$ cat config.mk
export PLATFORM = sky130hd
export DESIGN_NAME = drq_holdoff_gov
export DESIGN_NICKNAME = d
export VERILOG_FILES = /design/src/rtl/drq_gov_pkg.sv /design/src/rtl/drq_sync2.sv /design/src/rtl/drq_holdoff_timer.sv /design/src/rtl/drq_holdoff_gov.sv
export SDC_FILE = /design/constraint.sdc
export NUM_CORES = 1
export LEC_CHECK = 0
export CAP_MARGIN = 15
export CORE_UTILIZATION = 45
export DETAILED_ROUTE_END_ITERATION = 8
export DONT_BUFFER_PORTS = 1
export PLACE_DENSITY_LB_ADDON = 0.25
export RECOVER_POWER = 100
export SYNTH_ARGS = -nofsm -noshare
export SYNTH_HDL_FRONTEND = slang
export SYNTH_HIERARCHICAL = 1
export SYNTH_SLANG_ARGS = --single-unit
$ cat constraint.sdc
create_clock -name clk -period 4.1 [get_ports clk]
set_clock_uncertainty 0.1 [all_clocks]
set_input_delay 0.41 -clock clk [delete_from_list [all_inputs] [get_ports clk]]
set_output_delay 0.41 -clock clk [all_outputs]
set_load 0.01 [all_outputs]
$ cat src/rtl/drq_gov_pkg.sv
package drq_gov_pkg;
  localparam int unsigned NUM_RANKS = 4;

  // Whole cycles covering at least the given time, rounded up
  function automatic int unsigned ns_to_cycles(longint unsigned hz, longint unsigned ns);
    longint unsigned prod;
    prod = hz * ns;
    return int'((prod + 64'd999_999_999) / 64'd1_000_000_000);
  endfunction

  // Ranks strictly lower in priority (larger index) than the selected one
  function automatic logic [NUM_RANKS-1:0] lower_mask(logic [1:0] sel);
    logic [NUM_RANKS-1:0] m;
    for (int i = 0; i < NUM_RANKS; i++) m[i] = (i > int'(sel));
    return m;
  endfunction
endpackage

$ cat src/rtl/drq_sync2.sv
module drq_sync2 #(
  parameter int WIDTH = 4
) (
  input  logic             clk,
  input  logic             rst_n,
  input  logic [WIDTH-1:0] async_in,
  output logic [WIDTH-1:0] sync_out
);
  for (genvar g = 0; g < WIDTH; g++) begin : g_bit
    logic meta_q, stab_q;
    always_ff @(posedge clk or negedge rst_n) begin
      if (!rst_n) begin
        meta_q <= 1'b0;
        stab_q <= 1'b0;
      end else begin
        meta_q <= async_in[g];
        stab_q <= meta_q;
      end
    end
    assign sync_out[g] = stab_q;
  end
endmodule

$ cat src/rtl/drq_holdoff_timer.sv
module drq_holdoff_timer #(
  parameter int SHORT_CYC = 110,
  parameter int LONG_CYC  = 260
) (
  input  logic clk,
  input  logic rst_n,
  input  logic start,
  input  logic lower_req,
  output logic hold
);
  localparam int CW = $clog2(LONG_CYC + 1);

  logic [CW-1:0] cnt_q;
  logic          hold_q, long_q, long_eff;
  logic [CW-1:0] lim_m1;

  assign long_eff = long_q | lower_req;
  assign lim_m1   = long_eff ? CW'(LONG_CYC - 1) : CW'(SHORT_CYC - 1);

  always_ff @(posedge clk or negedge rst_n) begin
    if (!rst_n) begin
      hold_q <= 1'b0;
      long_q <= 1'b0;
      cnt_q  <= '0;
    end else if (start) begin
      hold_q <= 1'b1;
      long_q <= lower_req;
      cnt_q  <= CW'(1);
    end else if (hold_q) begin
      long_q <= long_eff;
      if (cnt_q >= lim_m1) hold_q <= 1'b0;
      else cnt_q <= cnt_q + CW'(1);
    end
  end

  assign hold = hold_q;

  AST_CNT_BOUND: assert property (@(posedge clk) disable iff (!rst_n)
    hold_q |-> cnt_q < CW'(LONG_CYC));
  AST_SHORT_FLOOR: assert property (@(posedge clk) disable iff (!rst_n)
    $fell(hold_q) |-> $past(cnt_q) >= CW'(SHORT_CYC - 1));
  AST_LONG_KEPT: assert property (@(posedge clk) disable iff (!rst_n)
    (hold_q && !start && long_eff && cnt_q < CW'(LONG_CYC - 1)) |=> hold_q);
endmodule

$ cat src/rtl/drq_holdoff_gov.sv
module drq_holdoff_gov
  import drq_gov_pkg::*;
#(
  parameter longint unsigned CLK_FREQ_HZ = 100_000_000,
  parameter int unsigned     SHORT_NS    = 1100,
  parameter int unsigned     LONG_NS     = 2600
) (
  input  logic       clk,
  input  logic       rst_n,
  input  logic [1:0] chan_sel,
  input  logic       dack,
  input  logic [3:0] peer_drq,
  input  logic       need_bus,
  output logic       drq
);
  localparam int SHORT_CYC = int'(ns_to_cycles(CLK_FREQ_HZ, SHORT_NS));
  localparam int LONG_CYC  = int'(ns_to_cycles(CLK_FREQ_HZ, LONG_NS));

  logic [NUM_RANKS-1:0] peer_s;
  logic                 dack_q, fall, lower_req, hold;

  drq_sync2 #(.WIDTH(NUM_RANKS)) i_sync (
    .clk(clk), .rst_n(rst_n), .async_in(peer_drq), .sync_out(peer_s)
  );

  always_ff @(posedge clk or negedge rst_n) begin
    if (!rst_n) dack_q <= 1'b0;
    else        dack_q <= dack;
  end

  assign fall      = dack_q & ~dack;
  assign lower_req = |(peer_s & lower_mask(chan_sel));

  drq_holdoff_timer #(.SHORT_CYC(SHORT_CYC), .LONG_CYC(LONG_CYC)) i_timer (
    .clk(clk), .rst_n(rst_n), .start(fall), .lower_req(lower_req), .hold(hold)
  );

  assign drq = rst_n & need_bus & ~hold & ~fall;

  AST_RESET_QUIET: assert property (@(posedge clk)
    !rst_n |-> !drq);
  AST_FALL_BLOCKS: assert property (@(posedge clk) disable iff (!rst_n)
    (dack_q && !dack) |-> !drq);
  AST_DRQ_NEEDS_BUS: assert property (@(posedge clk) disable iff (!rst_n)
    drq |-> need_bus);
endmodule

==> Word level (Yosys, flattened, before mapping) <==
Cells that the tools add are included.
{ "word_totals": {"n_memories": 0, "wordCells": 39, "regBits": 20, "output_inout_bits": 1, "latchBits": 0, "inputBits": 10, "ram_bits": 0, "mem_bits_ro": 0} }
{ "classes": {"eq_ne": 1, "reduce_logical": 3, "bitwise_logic": 9, "div": 0, "n_lt_le_gt_ge": 4, "n_mul": 0, "n_shift": 0, "n_mux": 9, "n_addsub": 1} }
{ "op_table": {"columns": ["cell", "count"], "rows": [
  ["two-way mux 9 bit", 4],
  ["adder 9 x 1 -> 9 bit (second input constant)", 1],
  [">= comparator 9 bit", 1],
  ["two-way mux 1 bit", 5],
  ["bitwise AND 1 bit", 4],
  ["bitwise AND 4 bit", 1],
  ["> comparator 2 bit (first input constant)", 2],
  ["OR reduction 4 bit", 1],
  ["inverter 1 bit", 3],
  ["> comparator 1 x 2 -> 1 bit (first input constant)", 1],
  ["!= test 2 bit (second input constant)", 1],
  ["AND reduction 2 bit", 1],
  ["nonzero test 2 bit", 1],
  ["OR 1 bit", 1]
]} }

==> Longest topological paths before layout <==
Gate-level depths: netlist of the first run.
{ "logic_depth": {"word_depth": 9, "ltp_mapped": 10} }

==> Cells and area by module <==
Netlist of the first run, hierarchy kept.
{ "by_module_without_submodules": {"columns": ["mod", "area_each_um2", "n_inst", "cells_per_inst"], "rows": [
  ["drq_holdoff_timer", 859.6, 1, 95],
  ["drq_sync2", 230.2, 1, 12],
  ["drq_holdoff_gov", 71.3, 1, 8]
]} }

==> Worst setup path before layout of the first run <==
OpenSTA, ideal clock, no wires.
{ "synth_path": {"path_kind": "reg2reg", "from": "register i_sync.g_bit[1].stab_q", "to": "register i_timer.cnt_q[4]", "path_buffers": 1, "slack_ns": 1.522, "stages_incl_launch_ff": 10, "t_arrival_ns": 2.351, "path_cell_list": "dfrtp_1 buf_4 a21oi_1 o22ai_1 or2_2 ha_1 a211oi_2 o22ai_4 o31ai_1 mux2_1"} }
{ "synth_between": {"elab_chain_len": 7} }
{ "synth_lines": {"columns": ["element", "line_no", "rtl"], "rows": [
  ["start: declaration", "drq_sync2.sv:10", "logic meta_q, stab_q;"],
  ["start signal: assignment", "drq_sync2.sv:17", "stab_q <= meta_q;"],
  ["bitwise AND 4 bit", "drq_holdoff_gov.sv:32", "assign lower_req = |(peer_s & lower_mask(chan_sel));"],
  ["OR reduction 4 bit", "drq_holdoff_gov.sv:32", null],
  ["net lower_req", "drq_holdoff_gov.sv:20", "logic dack_q, fall, lower_req, hold;"],
  ["OR 1 bit", "drq_holdoff_timer.sv:17", "assign long_eff = long_q | lower_req;"],
  ["two-way mux 9 bit", "drq_holdoff_timer.sv:18", "assign lim_m1 = long_eff ? CW'(LONG_CYC - 1) : CW'(SHORT_CYC - 1);"],
  [">= comparator 9 bit", "drq_holdoff_timer.sv:31", "if (cnt_q >= lim_m1) hold_q <= 1'b0;"],
  ["!= test 2 bit (no line)", null, null],
  ["AND reduction 2 bit (no line)", null, null],
  ["end signal: assignment", "drq_holdoff_timer.sv:32", "else cnt_q <= cnt_q + CW'(1);"],
  ["end: declaration", "drq_holdoff_timer.sv:13", "logic [CW-1:0] cnt_q;"]
]} }
The timed path passes the listed nets, and every way through them passes these cells.
A chain may end at the register's enable or synchronous reset.

==> Worst setup path in the final report of the first run <==
{ "layout_path": {"from": "register i_sync.g_bit[3].stab_q", "to": "register i_timer.cnt_q[4]"} }
{ "layout_between": {"elab_chain_len": 7} }
{ "layout_lines": {"columns": ["element", "line_no"], "rows": [
  ["start: declaration", "drq_sync2.sv:10"],
  ["start signal: assignment", "drq_sync2.sv:17"],
  ["bitwise AND 4 bit", "drq_holdoff_gov.sv:32"],
  ["OR reduction 4 bit", "drq_holdoff_gov.sv:32"],
  ["net lower_req", "drq_holdoff_gov.sv:20"],
  ["OR 1 bit", "drq_holdoff_timer.sv:17"],
  ["two-way mux 9 bit", "drq_holdoff_timer.sv:18"],
  [">= comparator 9 bit", "drq_holdoff_timer.sv:31"],
  ["!= test 2 bit (no line)", null],
  ["AND reduction 2 bit (no line)", null]
]} }
The timed path passes the listed nets, and every way through them passes these cells.

==> results of run 1 <==
metrics by stage:
stage               cells  instance area, um^2  power, W  setup slack (ns)
finish                134                 1090  0.000569              1.09
global route          134                 1090  0.000616             0.865
CTS                   134                 1120  0.000582              1.35
detailed placement    130                 1090  0.000485              1.32
global placement      130                 1090  0.000475              1.35
floorplan             112                 1100  0.000450              1.52
per-layer routing:
metal	track usage, %	vias to the layer above
met5	0	-
met1	25.0	377
met3	5.56	4
met4	5.86	0
li1	-	393
met2	29.4	12
worst max-delay path: cells and delay by family (launching register included):
kind | cells | cell delay (ns)
DFF | 1 | 0.39
and+or+nand+nor | 2 | 0.54
AOI/OAI and AO/OA | 4 | 1.18
muxes | 1 | 0.35
adders and majority gates | 1 | 0.32
cell type report:
| cell class | instances | area (um^2) | area share (%) |
|---|---|---|---|
| Tap cell | 28 | 35.0 | 3.20 |
| Multi-Input combinational cell | 81 | 564 | 51.6 |
| Sequential cell | 18 | 450 | 41.2 |
| Inverter | 3 | 11.3 | 1.03 |
| Clock buffer | 3 | 22.5 | 2.06 |
| Timing Repair Buffer | 1 | 10.0 | 0.915 |
registers in the layout, summed over array words and instances (netlist names):
| register | count |
|---|---|
| i_sync/g_bit.stab_q | 3 |
| dack_q | 1 |
| i_timer/cnt_q | 9 |
| i_timer/long_q | 1 |
| i_sync/g_bit.meta_q | 3 |
| i_timer/hold | 1 |
how the worst max path moves through the flow:
stage | startpoint | endpoint | slack, ns | cells past startpoint
2_1_floorplan | i_sync/g_bit[1].stab_q | i_timer/cnt_q[4] | 1.52 | 9
3_3_place_gp | chan_sel[1] | i_timer/cnt_q[4] | 1.35 | 9
3_5_place_dp | chan_sel[1] | i_timer/cnt_q[4] | 1.32 | 9
4_1_cts | i_sync/g_bit[3].stab_q | i_timer/cnt_q[4] | 1.35 | 8
5_1_grt | i_sync/g_bit[1].stab_q | i_timer/cnt_q[4] | 0.87 | 8
6_report | i_sync/g_bit[3].stab_q | i_timer/cnt_q[4] | 1.09 | 8
power by group:
group | switching [W] | leakage (nW) | internal, W | total (W)
Sequential | 0.0000415 | 0.219 | 0.000206 | 0.000248
Clock | 0.0000517 | 0.0138 | 0.0000342 | 0.0000859
Combinational | 0.000128 | 0.269 | 0.000107 | 0.000235
cells in the final DEF (no fill, tap or decap), drive strengths merged, types with 3 or more instances in the layout:
cell and count:
o21ai 7, a21oi 5, and3 3, nand3 8, ha 6, a211oi 3, clkbuf 3, nand4 5
nor3b 3, inv 3, nor2 7, nor2b 6, nand2 4, dfrtp 18, mux2 4
==> results.json, run 1 <==
{
  "status": "completed",
  "totalWireLength_um": 2020,
  "critical_path.endpoint_type": "flip-flop",
  "grt_max_degree": 22,
  "ctsHoldBuffers": 1,
  "peakVddDrop_mv": 0.442,
  "rsz0062_at_grt": "no",
  "die_h_um": 51.5,
  "drt-met1-wl_um": 1050,
  "vias": 786,
  "dr.max_layer_used": "met4",
  "die-area_um2": 2650,
  "cts-resized-gates": 0,
  "syn_nets": 128,
  "clkTransAtPathRegs_ns": 0.10,
  "r2r_end": "i_timer/cnt_q[4]",
  "via_per_inst": 5.87,
  "timing.rr.start": "i_sync/g_bit[3].stab_q",
  "syn_to_final_growth_pct": -0.907,
  "clock.fmax_mhz": 333,
  "grt_pass1_wl_um": 3720,
  "ant_nets": 0,
  "wl_per_cell_um": 15.0,
  "clk-insertion-delay-late_ns": 0.29,
  "r2r_slack_ns": 1.09,
  "drtIter0Drc": 7,
  "final_max_slew_viol_count": 0,
  "initial_core_util_pct": 48.9,
  "dr_wl_met2_um": 858,
  "crit_path_max_fanout": 6,
  "tns_ns": 0,
  "dp_hpwl_um": 1360,
  "drcViolationCount": 0,
  "leakage_nw": 0.502,
  "maxCapViolCount": 0,
  "core_area_um2": 2250,
  "syn_avg_cell_area_um2": 9.85,
  "tritoncts": "done",
  "die_width_um": 51.5,
  "min-delay-start": "peer_drq[1]",
  "timing.hold.ws_ns": 0.0342,
  "p_per_area_nw_per_um2": 520,
  "rows": 17,
  "cp_slowest_cell": "a211oi_1",
  "synth_cells": 112,
  "cpPeakStageDelay_ns": 0.59,
  "start_kind": "flip-flop",
  "fin_nets": 124,
  "finalCritPeriodShare_pct": 73.3,
  "clockRootBuffer": "clkbuf_4",
  "drt-pass1-iter-count": 4,
  "syn-cell-area_um2": 1100,
  "grt_pass1_vias": 856,
  "hold_violations": 0,
  "yosysWarnings": 6,
  "drive_gt1_share_pct": 7.55,
  "grt_use_total_pct": 18.8,
  "cts_buffers": 3,
  "port_buffers": 0,
  "setup_violations": 0,
  "overflow": 0,
  "top_level_ports": 11,
  "utilization_pct": 48.5,
  "antenna_found_initial": 0,
  "arrival_ns": 3.09,
  "rr_worst_depth": 8,
  "wl_met3_um": 69,
  "required_ns": 4.18,
  "fillers": 233,
  "cts.htree.levels": 1,
  "clkSinkCount": 18,
  "min_to": "i_sync/g_bit[1].meta_q",
  "n_antenna_cell": 0,
  "max_slew_margin_pct": 9.95,
  "gp_congestion": 0.796,
  "min_path_type": "in2reg",
  "crit_chain": "a21oi_1 -> o22ai_1 -> or2_2 -> ha_1 -> a211oi_1 -> nand2_1 -> o31ai_1 -> mux2_1",
  "min_period_ns": 3.01,
  "path_class": "reg2reg",
  "min_path_cells": 0,
  "post-cts-setup-buffer-count": 0,
  "max_slew.worst_pin.slew_ns": 1.35,
  "max-clock-path-buffers": 2
}
No activity file was read; power rests on OpenSTA's default activity.
==> run 2: changes to the inputs <==
==> constraint.sdc (replaced) <==
create_clock -name clk -period 2.52 [get_ports clk]
set_clock_uncertainty 0.1 [all_clocks]
set_input_delay 0.252 -clock clk [delete_from_list [all_inputs] [get_ports clk]]
set_output_delay 0.252 -clock clk [all_outputs]
set_load 0.01 [all_outputs]
==> results.json, run 2 (same netlist as run 1, synthesis figures left out) <==
{
  "finalNonFillerCells": 146,
  "leakage_nw": 0.573,
  "min_path_type": "in2reg",
  "antenna_found_initial": 0,
  "clock.fmax_mhz": 419,
  "tritoncts": "done",
  "grt_max_degree": 22,
  "clkSinkCount": 18,
  "totalWireLength_um": 2130,
  "r2r_slack_ns": 0.13,
  "min_path_cells": 4,
  "fin_nets": 135,
  "max_slew_margin_pct": 8.96,
  "die-area_um2": 2650,
  "cp-startpoint": "i_sync/g_bit[1].stab_q",
  "wl_per_cell_um": 14.6,
  "path_class": "reg2reg",
  "final_cell_mix": "dfrtp_1 (18), nand3_1 (8), nor2_1 (7), buf_4 (7), nor2b_1 (6)",
  "dp_hpwl_um": 1480,
  "power_w": 0.00112,
  "rows": 17,
  "vias": 847,
  "hold_violations": 0,
  "port_buffers": 0,
  "p_per_area_nw_per_um2": 892,
  "overflow": 0,
  "syn_to_final_growth_pct": 14.2,
  "max_slew.worst_pin.slew_ns": 1.36,
  "max-clock-path-buffers": 2,
  "fillers": 204,
  "drive_gt1_share_pct": 18.6,
  "reg_top3": "i_timer/cnt_q: 9 flops, i_sync/g_bit.meta_q: 3 flops, i_sync/g_bit.stab_q: 3 flops",
  "fin_ws_ns": 0.131,
  "arrival_ns": 2.48,
  "grt_use_total_pct": 19.3,
  "top_register": "i_timer/cnt_q",
  "critical_path.endpoint_type": "flip-flop",
  "timing.rr.start": "i_sync/g_bit[1].stab_q",
  "cp-endpoint": "i_timer/cnt_q[4]",
  "status": "completed",
  "drt-pass1-iter-count": 4,
  "n_antenna_cell": 0,
  "peakVddDrop_mv": 0.680,
  "use_met1_pct": 26.6,
  "clkTransAtPathRegs_ns": 0.10,
  "maxCapViolCount": 0,
  "rr_worst_depth": 8,
  "final_max_slew_viol_count": 0,
  "drtIter0Drc": 22,
  "start_kind": "flip-flop",
  "rsz0062_at_grt": "no",
  "largest_reg_flops": 9,
  "gp_congestion": 0.795,
  "crit_path_max_fanout": 5,
  "ant_nets": 0,
  "clk-insertion-delay-late_ns": 0.29,
  "die_width_um": 51.5,
  "grt_use_met2_pct": 30.3,
  "dp_cells": 136,
  "gr-usage-met3_pct": 5.26,
  "r2r_end": "i_timer/cnt_q[4]",
  "finalCritPeriodShare_pct": 94.8,
  "clockRootBuffer": "clkbuf_4",
  "final_common_cell": "dfrtp_1",
  "grt_pass1_vias": 827,
  "grt_pass1_wl_um": 3820,
  "drcViolationCount": 0,
  "tns_ns": 0,
  "via_per_inst": 5.80,
  "core_area_um2": 2250,
  "pre_cts_ws_ns": 0.00831,
  "min_period_ns": 2.39,
  "setup_violations": 0,
  "busiest_layer": "met2",
  "cts.htree.levels": 1,
  "top_level_ports": 11,
  "utilization_pct": 55.9,
  "required_ns": 2.61,
  "cts_buffers": 3,
  "min-delay-start": "chan_sel[1]",
  "die_h_um": 51.5,
  "initial_core_util_pct": 48.9
}
[run 2: cell count changes in the layout (fill, tap and decap cells not counted), moves of 2 or more]
cell / previous run / this run
dlygate4sd3_1: 1 / 5
o21ai_2: 0 / 2
o21ai_0: 7 / 3
o21ai_1: 0 / 2
a211oi_4: 0 / 2
buf_4: 0 / 7
ha_1: 6 / 4
ha_4: 0 / 2
[run 2: worst min path at each step]
stage                                   endpoint
after floorplan                           dack_q
after global placement    i_sync/g_bit[1].stab_q
after detailed placement  i_sync/g_bit[1].stab_q
after CTS                         i_timer/long_q
after global routing              i_timer/long_q
final                             i_timer/long_q
[run 2: area by class of cell]
cell class              count  area (um^2)  area share (%)
well taps                  28         35.0            2.78
inverters                   3         11.3           0.894
multi-input cells          81          624            49.6
clock buffers               4         36.3            2.88
flip-flops and latches     18          450            35.7
repair buffers             12          103            8.14
[run 2: stage by stage]
| step | hold slack (ns) | area, um^2 |
|---|---|---|
| after floorplan | -0.144 | 1120 |
| after global placement | -0.143 | 1150 |
| after detailed placement | -0.143 | 1150 |
| after CTS | 0.123 | 1240 |
| after global routing | 0.242 | 1260 |
| final | 0.211 | 1260 |
[run 2: report_power, final]
group / internal (W) / switching [W] / total [W]
registers: 0.000336 / 0.0000756 / 0.000411
clock network: 0.0000881 / 0.0000882 / 0.000176
logic: 0.000281 / 0.000255 / 0.000536
total: 0.000705 / 0.000419 / 0.00112
[run 2: timing repair]
| item | 4_1_cts | 5_1_grt |
|---|---|---|
| endpoints found under the hold margin | 22 | 0 |
| resized for setup | 1 | 4 |
| buffers inserted | 0 | 1 |
| hold buffers | 5 | 0 |
| endpoints found under the setup margin | 1 | 5 |
| pin swaps | 0 | 2 |
[run 2: per-layer routing]
layer,wire (um),up-vias,share of wire [%]
met5,0,-,0
met4,10,0,0.47
met3,78,3,3.7
met2,1000,12,47
met1,1040,415,49
li1,-,417,-
[run 2: critical path: stages, from the launching register on]
cell and delay (ns):
dfrtp_1 0.37, a21oi_1 0.13, o22ai_1 0.10, or2_4 0.31, ha_1 0.22, a211oi_4 0.29
nand2_1 0.12, o31ai_2 0.29, mux2_1 0.34
==> run 3: changes to the inputs <==
--- a/config.mk
+++ b/config.mk
@@ -6,11 +6,15 @@
 export NUM_CORES = 1
 export LEC_CHECK = 0
 export CAP_MARGIN = 15
-export CORE_UTILIZATION = 45
+export CELL_PAD_IN_SITES_DETAIL_PLACEMENT = 1
+export CELL_PAD_IN_SITES_GLOBAL_PLACEMENT = 2
+export CORE_UTILIZATION = 36
 export DETAILED_ROUTE_END_ITERATION = 8
 export DONT_BUFFER_PORTS = 1
 export PLACE_DENSITY_LB_ADDON = 0.25
 export RECOVER_POWER = 100
+export SKIP_LAST_GASP = 1
+export SLEW_MARGIN = 20
 export SYNTH_ARGS = -nofsm -noshare
 export SYNTH_HDL_FRONTEND = slang
 export SYNTH_HIERARCHICAL = 1
==> results.json, run 3 (same netlist as run 1, synthesis figures left out) <==
{
  "status": "completed",
  "max_slew_margin_pct": 5.17,
  "cts.htree.levels": 1,
  "drive_gt1_share_pct": 21.4,
  "cts_buffers": 3,
  "tns_ns": 0,
  "path_class": "reg2reg",
  "rsz0062_at_grt": "no",
  "min_path_cells": 4,
  "die_h_um": 57.4,
  "grt_use_total_pct": 17.2,
  "maxCapViolCount": 0,
  "wl_per_cell_um": 18.8,
  "syn_to_final_growth_pct": 15.5,
  "gp_congestion": 0.733,
  "grt_max_degree": 22,
  "ant_nets": 0,
  "finalCritPeriodShare_pct": 96.0,
  "min_period_ns": 2.42,
  "leakage_nw": 0.571,
  "timing.hold.ws_ns": 0.244,
  "die_width_um": 57.4,
  "top_level_ports": 11,
  "drt-pass1-iter-count": 4,
  "crit_path_max_fanout": 5,
  "max_slew.worst_pin.slew_ns": 1.42,
  "critical_path.endpoint_type": "flip-flop",
  "p_per_area_nw_per_um2": 918,
  "arrival_ns": 2.54,
  "vias": 892,
  "clkSinkCount": 18,
  "rr_worst_depth": 9,
  "max-clock-path-buffers": 2,
  "final_cell_mix": "dfrtp_1 (18), nand3_1 (8), nor2_1 (7)",
  "hold_violations": 0,
  "grt_pass1_vias": 855,
  "final_common_cell": "dfrtp_1",
  "reg_top3": "i_timer/cnt_q: 9 flops, i_sync/g_bit.meta_q: 3 flops, i_sync/g_bit.stab_q: 3 flops",
  "core_area_um2": 2830,
  "top_register": "i_timer/cnt_q",
  "setup_violations": 0,
  "start_kind": "flip-flop",
  "peakVddDrop_mv": 0.370,
  "fin_nets": 134,
  "drtIter0Drc": 24,
  "tritoncts": "done",
  "grt_pass1_wl_um": 4180,
  "totalWireLength_um": 2780,
  "dp_cells": 138,
  "via_per_inst": 6.03,
  "clock.fmax_mhz": 413,
  "dp_hpwl_um": 1810,
  "antenna_found_initial": 0,
  "min_path_type": "in2reg",
  "clkTransAtPathRegs_ns": 0.14,
  "rows": 19,
  "fillers": 315,
  "drcViolationCount": 0,
  "overflow": 0,
  "regArea_um2": 450,
  "clockRootBuffer": "clkbuf_4",
  "n_antenna_cell": 0,
  "power_w": 0.00117,
  "clk-insertion-delay-late_ns": 0.32,
  "finalNonFillerCells": 148,
  "multiInputGateArea_um2": 639,
  "initial_core_util_pct": 39.0,
  "required_ns": 2.64,
  "final_max_slew_viol_count": 0,
  "largest_reg_flops": 9,
  "die-area_um2": 3290,
  "port_buffers": 0
}
-- run 3: changes by cell type in the layout (fill, tap and decap cells not counted) --
cell      before  now
o21ai_1        2    1
clkbuf_4       3    4
buf_6          0    1
buf_4          7    4
ha_2           0    1
nor3_1         1    0
a21oi_2        0    1
nor3_2         0    1
ha_1           4    3
a21oi_1        5    4
o21ai_2        2    3
-- run 3: critical path, cell delays in order (launching register included) --
cell      delay (ns)
dfrtp_1         0.39
a21oi_2         0.13
o22ai_1         0.10
or2_4           0.30
ha_4            0.25
a211oi_4        0.29
buf_6           0.16
nand4_1         0.09
o21ai_1         0.21
mux2_1          0.34
-- run 3: timing repair --
| action | in CTS | in global routing |
|---|---|---|
| endpoints found under the setup margin | 0 | 7 |
| setup buffers | 0 | 1 |
| hold buffers | 5 | 0 |
| hold endpoints to repair | 22 | 0 |
| gates resized for setup | 0 | 11 |
-- run 3: worst paths after layout --
kind	start	end	slack, ns
worst max-delay path	i_sync/g_bit[1].stab_q	i_timer/cnt_q[6]	0.10
worst max register to register	i_sync/g_bit[1].stab_q	i_timer/cnt_q[6]	0.10
worst min register to register	i_sync/g_bit[2].meta_q	i_sync/g_bit[2].stab_q	0.27
worst min-delay path	chan_sel[1]	i_timer/long_q	0.24
max in group asynchronous	rst_n	i_timer/cnt_q[1]	1.41
min in group asynchronous	rst_n	i_timer/cnt_q[8]	0.36
-- run 3: power by group --
group | internal, W | switching, W
logic | 0.000284 | 0.000275
clock network | 0.0000881 | 0.000108
registers | 0.000335 | 0.0000789
total | 0.000708 | 0.000463
-- run 3: area by class of cell --
type,instances,area share [%]
clock buffer,4,2.85
timing repair buffer,11,7.75
multi-input combinational,81,50.1
sequential,18,35.3
inverter,3,0.883
tap,31,3.04
-- run 3: routing by layer --
metal	routed length, um	up-vias	track usage, %	part of all wire [%]
li1	-	410	-	-
met1	1300	458	23.5	47
met2	1360	18	25.9	49
met3	59	6	2.95	2.1
met4	58	0	9.06	2.1
met5	0	-	0	0
-- run 3: metrics by stage --
step | cell area [um^2] | util [%] | worst slack, ns
6_report | 1270 | 45.1 | 0.100
5_1_grt | 1270 | 45.1 | 0.00258
4_1_cts | 1230 | 43.4 | 0.00221
3_5_place_dp | 1140 | 40.4 | 0.0112
3_3_place_gp | 1140 | 40.4 | 0.0515
2_1_floorplan | 1120 | - | 0.0355
